`config.mk`:
```
export PLATFORM = sky130hd
export DESIGN_NAME = field_retrace_sel
export DESIGN_NICKNAME = d
export VERILOG_FILES = /design/src/rtl/frs_pkg.sv /design/src/rtl/frs_sync.sv /design/src/rtl/frs_retrace_fsm.sv /design/src/rtl/frs_field_track.sv /design/src/rtl/field_retrace_sel.sv
export SDC_FILE = /design/constraint.sdc
export NUM_CORES = 1
export LEC_CHECK = 0
export BUFFER_PORTS_ARGS = -buffer_cell sky130_fd_sc_hd__buf_2
export CORE_MARGIN = 1
export CORE_UTILIZATION = 40
export DETAILED_ROUTE_END_ITERATION = 7
export PLACE_DENSITY = 0.71
export SYNTH_ARGS = -nofsm -noshare
export SYNTH_HDL_FRONTEND = slang
export SYNTH_SLANG_ARGS = --single-unit
```
`constraint.sdc`:
```
create_clock -name clk -period 2.55 [get_ports clk]
set_input_delay 0.1275 -clock clk [delete_from_list [all_inputs] [get_ports clk]]
set_output_delay 0.1275 -clock clk [all_outputs]
set_load 0.02 [all_outputs]
```
`src/rtl/frs_pkg.sv`:
```
package frs_pkg;
    typedef enum logic [1:0] {
        ST_WAIT = 2'd0,
        ST_QUAL = 2'd1,
        ST_SHOW = 2'd2,
        ST_HIDE = 2'd3
    } frs_state_e;
endpackage

```
`src/rtl/frs_sync.sv`:
```
module frs_sync #(
    parameter int   STAGES  = 2,
    parameter logic RST_VAL = 1'b0
) (
    input  logic clk,
    input  logic rst_n,
    input  logic d,
    output logic q
);
    logic [STAGES-1:0] chain;

    generate
        if (STAGES == 1) begin : g_single
            always_ff @(posedge clk or negedge rst_n) begin
                if (!rst_n) chain <= RST_VAL;
                else        chain <= d;
            end
        end else begin : g_multi
            always_ff @(posedge clk or negedge rst_n) begin
                if (!rst_n) chain <= {STAGES{RST_VAL}};
                else        chain <= {chain[STAGES-2:0], d};
            end
        end
    endgenerate

    assign q = chain[STAGES-1];
endmodule

```
`src/rtl/frs_retrace_fsm.sv`:
```
module frs_retrace_fsm
    import frs_pkg::*;
#(
    parameter int CNT_W = 8
) (
    input  logic             clk,
    input  logic             rst_n,
    input  logic             vs_low,
    input  logic [CNT_W-1:0] min_len,
    input  logic             pass_sel,
    output logic             accept,
    output logic             active
);
    localparam logic [CNT_W-1:0] ONE = CNT_W'(1);

    frs_state_e       state, nxt;
    logic [CNT_W-1:0] cnt;
    logic [CNT_W-1:0] lim;
    logic             reached;

    assign lim     = (min_len == '0) ? ONE : min_len;
    assign reached = (cnt >= lim);

    // state register
    always_ff @(posedge clk or negedge rst_n) begin
        if (!rst_n) state <= ST_WAIT;
        else        state <= nxt;
    end

    // low-length counter
    always_ff @(posedge clk or negedge rst_n) begin
        if (!rst_n) begin
            cnt <= ONE;
        end else if (state == ST_WAIT) begin
            cnt <= ONE;
        end else if (state == ST_QUAL && vs_low && !reached) begin
            cnt <= cnt + ONE;
        end
    end

    // next state
    always_comb begin
        nxt = state;
        unique case (state)
            ST_WAIT: if (vs_low) nxt = ST_QUAL;
            ST_QUAL: begin
                if (!vs_low)      nxt = ST_WAIT;
                else if (reached) nxt = pass_sel ? ST_SHOW : ST_HIDE;
            end
            ST_SHOW: if (!vs_low) nxt = ST_WAIT;
            ST_HIDE: if (!vs_low) nxt = ST_WAIT;
            default: nxt = ST_WAIT;
        endcase
    end

    // outputs
    always_comb begin
        accept = (state == ST_QUAL) && vs_low && reached;
        active = (state == ST_SHOW);
    end

    AST_GLITCH_NO_SHOW: assert property (@(posedge clk) disable iff (!rst_n)
        (state == ST_QUAL && !vs_low) |=> !active);
    AST_RELEASE_ENDS: assert property (@(posedge clk) disable iff (!rst_n)
        (active && !vs_low) |=> !active);
    AST_RISE_AFTER_LOW: assert property (@(posedge clk) disable iff (!rst_n)
        $rose(active) |-> $past(vs_low));
    AST_CNT_BOUND: assert property (@(posedge clk) disable iff (!rst_n)
        (state == ST_QUAL) |-> (cnt <= lim));
endmodule

```
`src/rtl/frs_field_track.sv`:
```
module frs_field_track (
    input  logic clk,
    input  logic rst_n,
    input  logic accept,
    input  logic use_ext,
    input  logic ext_odd,
    input  logic sel_odd,
    output logic odd_now,
    output logic pass_sel
);
    logic tog_q;
    logic parity;

    always_ff @(posedge clk or negedge rst_n) begin
        if (!rst_n)      tog_q <= 1'b0;
        else if (accept) tog_q <= ~tog_q;
    end

    // parity of the retrace being accepted this cycle
    assign parity   = use_ext ? ext_odd : ~tog_q;
    assign pass_sel = (parity == sel_odd);
    assign odd_now  = tog_q;

    AST_TOGGLE_ON_ACCEPT: assert property (@(posedge clk) disable iff (!rst_n)
        accept |=> (tog_q != $past(tog_q)));
    AST_HOLD_NO_ACCEPT: assert property (@(posedge clk) disable iff (!rst_n)
        !accept |=> $stable(tog_q));
endmodule

```
`src/rtl/field_retrace_sel.sv`:
```
module field_retrace_sel #(
    parameter int SYNC_STAGES = 2,
    parameter int CNT_W       = 8
) (
    input  logic             clk,
    input  logic             rst_n,
    input  logic             vsync_n_in,
    input  logic             field_odd_in,
    input  logic             use_ext_field,
    input  logic             pass_odd,
    input  logic [CNT_W-1:0] min_low_clks,
    output logic             retrace_out
);
    logic vs_n_s;
    logic fld_s;
    logic accept;
    logic pass_sel;
    logic odd_now;
    logic active;

    frs_sync #(.STAGES(SYNC_STAGES), .RST_VAL(1'b1)) u_vs_sync (
        .clk(clk), .rst_n(rst_n), .d(vsync_n_in), .q(vs_n_s));

    frs_sync #(.STAGES(SYNC_STAGES), .RST_VAL(1'b0)) u_fld_sync (
        .clk(clk), .rst_n(rst_n), .d(field_odd_in), .q(fld_s));

    frs_retrace_fsm #(.CNT_W(CNT_W)) u_fsm (
        .clk(clk), .rst_n(rst_n), .vs_low(~vs_n_s), .min_len(min_low_clks),
        .pass_sel(pass_sel), .accept(accept), .active(active));

    frs_field_track u_track (
        .clk(clk), .rst_n(rst_n), .accept(accept), .use_ext(use_ext_field),
        .ext_odd(fld_s), .sel_odd(pass_odd), .odd_now(odd_now), .pass_sel(pass_sel));

    assign retrace_out = active;

    AST_SHOWN_FIELD_MATCH: assert property (@(posedge clk) disable iff (!rst_n)
        ($rose(retrace_out) && !use_ext_field) |-> (odd_now == pass_odd));
    AST_SHOWN_EXT_MATCH: assert property (@(posedge clk) disable iff (!rst_n)
        ($rose(retrace_out) && use_ext_field) |-> ($past(fld_s) == pass_odd));
endmodule

```
==> results.yml <==
critical_path:
  path_class: "flip-flop to flip-flop"
  crit_arrival_ns: 2.45
  path_cells: "inv_1, ha_1, nand2b_4, a2111oi_4, o21ai_0, or3_1, a21oi_1"
  crit_fanout: 5
  cp-end-kind: "flip-flop"
  critPathRequiredTime_ns: 2.75
  start_kind: "flip-flop"
  crit_path_top_delay_cell: "dfstp_2"
  slowest_delay_ns: 0.57
clocking:
  insertion_delay_ns: 0.28
  cts.clk_slew.worst_paths_ns: 0.08
  cts_tree: "yes"
  cts_max_level: 1
  post_cts_resize_count: 0
  cts.sinks: 15
  cts-root-buf: "clkbuf_4"
  clockBufferDepth: 2
  numCtsBuffers: 3
route:
  drt-wirelength-per-cell_um: 12.6
  vias_per_cell: 5.46
  wl_um: 1710
  num_vias: 742
  first_pass_iters: 4
  detail-route-antenna-nets: 0
  drc: 0
  drtIter0Drc: 11
synth:
  ys_ff_latch: 15
  syn_nets: 111
  synth_area_per_cell_um2: 10.2
  ys.warnings.count: 0
  netlist_instances: 88
  seq_area_frac_synth_pct: 42.1
  synth_top_area_share_pct: 33.4
  synth_area_leaders: "dfrtp_1, ha_1, dfstp_2"
  synth_area_um2: 900
  synth_top_area_cell: "dfrtp_1"
  synth_common_cells: "dfrtp_1, ha_1, a21oi_1, inv_1, o21ai_0"
  ys_types: 29
  synth_edf_count: 0
  async_flop_share_pct: 100
  synthFlopType: "dfrtp_1"
  synth_most_common_cell: "dfrtp_1"
layout:
  antenna_cells: 0
  final-seq-area_um2: 379
  nFillCells: 217
  multi_input_area_um2: 490
  drive_gt1_share_pct: 22.0
  area_growth_pct: 17.8
  nNetsFinal: 133
placed_design:
  place.gp.congestion: 0.783
  io_buffers: 14
  dp_slack_ns: 0.280
  dpl.hpwl_um: 1350
timing:
  finalHoldViolations: 0
  setup_viol: 0
  fmax_mhz: 445
  tightest_slew_ns: 0.447
  setup_tns_ns: 0
  slew_viol_final: 0
  finalCritPeriodShare_pct: 88.2
  max_slew_margin_pct: 70.1
  worst_slack_ns: 0.302
  skew_ns: 0.00496
  min_period_ns: 2.25
  rsz0062_at_grt: "false"
power:
  p_switching_uw: 126
  p_per_area_mw_per_mm2: 465
  seqPwrFrac_pct: 55.0
  p_int_uw: 367
  cellLeakagePower_nw: 0.510
  swShare_pct: 25.6
  clkPwrFrac_pct: 26.2
  peakVddDrop_mv: 0.315
  comb_power_share_pct: 18.8
global_route:
  grt_max_degree: 16
  grt_pass1_vias: 720
  grt_overflow: 0
  antenna_found_initial: 0
  grtUsageTotal_pct: 16.9
  grt_pass1_wl_um: 3150
floorplan:
  row_count: 16
  die_area_mm2: 0.00244
  die_width_um: 49.4
  die_height_um: 49.4
  design.core.area_mm2: 0.00204
  io_pins: 15
  start_util_pct: 44.1
run_status:
  status: "completed"
hold_path:
  worst_hold_path_type: "primary input to async pin"
job:
  max_cap_violations: 0
==> path summary, 6_finish.rpt <==
check                                                   start                            end  slack (ns)  cells past startpoint
worst max-delay path                 u_fsm.cnt[0]$_DFFE_PN1P_       u_fsm.cnt[4]$_DFFE_PN0P_        0.30                      7
worst min-delay path                                    rst_n  u_fld_sync.chain[0]$_DFF_PN0_        0.28                      2
worst max register to register       u_fsm.cnt[0]$_DFFE_PN1P_       u_fsm.cnt[4]$_DFFE_PN0P_        0.30                      7
worst min register to register  u_fld_sync.chain[0]$_DFF_PN0_  u_fld_sync.chain[1]$_DFF_PN0_        0.35                      0
max in group asynchronous                               rst_n       u_fsm.cnt[0]$_DFFE_PN1P_        1.97                      2
min in group clk                                     pass_odd     u_fsm.state[0]$_DFFE_PN0P_        0.34                      4
==> power groups by stage <==
stage | combinational [mW] | clock, mW | sequential (mW)
floorplan | 0.0642 | 0 | 0.272
global placement | 0.0868 | 0 | 0.276
detailed placement | 0.0891 | 0 | 0.276
CTS | 0.0932 | 0.138 | 0.272
global route | 0.104 | 0.148 | 0.274
finish | 0.0926 | 0.129 | 0.271
==> worst max-delay path, delay by kind of cell, from the launching register on <==
family	cells	cell delay (ns)
DFF	1	0.57
adders and majority gates	1	0.28
AOI/OAI and AO/OA	3	0.75
buffers and inverters	1	0.06
and+or+nand+nor	2	0.52
==> per-stage QoR <==
step	instances	power [mW]	utilization (%)	instance area, um2	hold slack [ns]
global route	136	0.526	51.9	1060	0.332
CTS	136	0.503	51.9	1060	0.281
finish	136	0.493	51.9	1060	0.281
floorplan	88	0.336	-	900	-0.168
global placement	129	0.362	49.1	1000	0.0385
detailed placement	129	0.365	49.1	1000	0.0453
==> cells in the final DEF, fill, tap and decap left out, types with 2 or more instances in the layout <==
cell           instances
buf_2                 14
xnor2_1                2
nor3_1                 2
clkbuf_4               3
nand3_1                4
inv_1                  8
ha_1                   9
nor2_1                 2
and4_1                 3
and3_1                 2
dlygate4sd3_1          3
o21ai_0                8
dfrtp_1               12
or3_1                  4
dfstp_2                3
nand2_1                5
a21oi_1                8
o21a_1                 2
==> layout make-up <==
| class | instances | share of cell area [%] |
|---|---|---|
| Timing Repair Buffer | 17 | 9.45 |
| Sequential cell | 15 | 35.8 |
| Clock buffer | 4 | 2.48 |
| Tap cell | 27 | 3.19 |
| Inverter | 8 | 2.83 |
| Multi-Input combinational cell | 65 | 46.3 |
==> cells by family after synthesis <==
logic type      share of synthesized area, %
mux                                     1.11
fa+ha+maj                               12.5
flops                                   42.1
buf+inv                                 3.34
xor+xnor                                1.95
compound gates                          17.4
simple gates                            21.6
==> registers in the layout, summed over array words and instances (netlist names) <==
register / cells
u_fsm.cnt: 8
u_track.odd_now: 1
u_fsm.state: 2
u_vs_sync.chain: 2
u_fld_sync.chain: 2
==> repair_timing <==
action / in CTS / in global routing
hold buffers: 3 / 0
endpoints found under the hold margin: 14 / 0
setup buffers: 0 / 0
==> routing by layer <==
layer  vias up  part of all wire (%)  GRT usage (%)
li1        373                     -              -
met3         2                   5.3           3.74
met1       342                    45           21.1
met2        25                    49           29.5
met4         0                  0.82           4.29
met5         -                     0              0
Note: power is estimated with default switching activity, not from simulation.
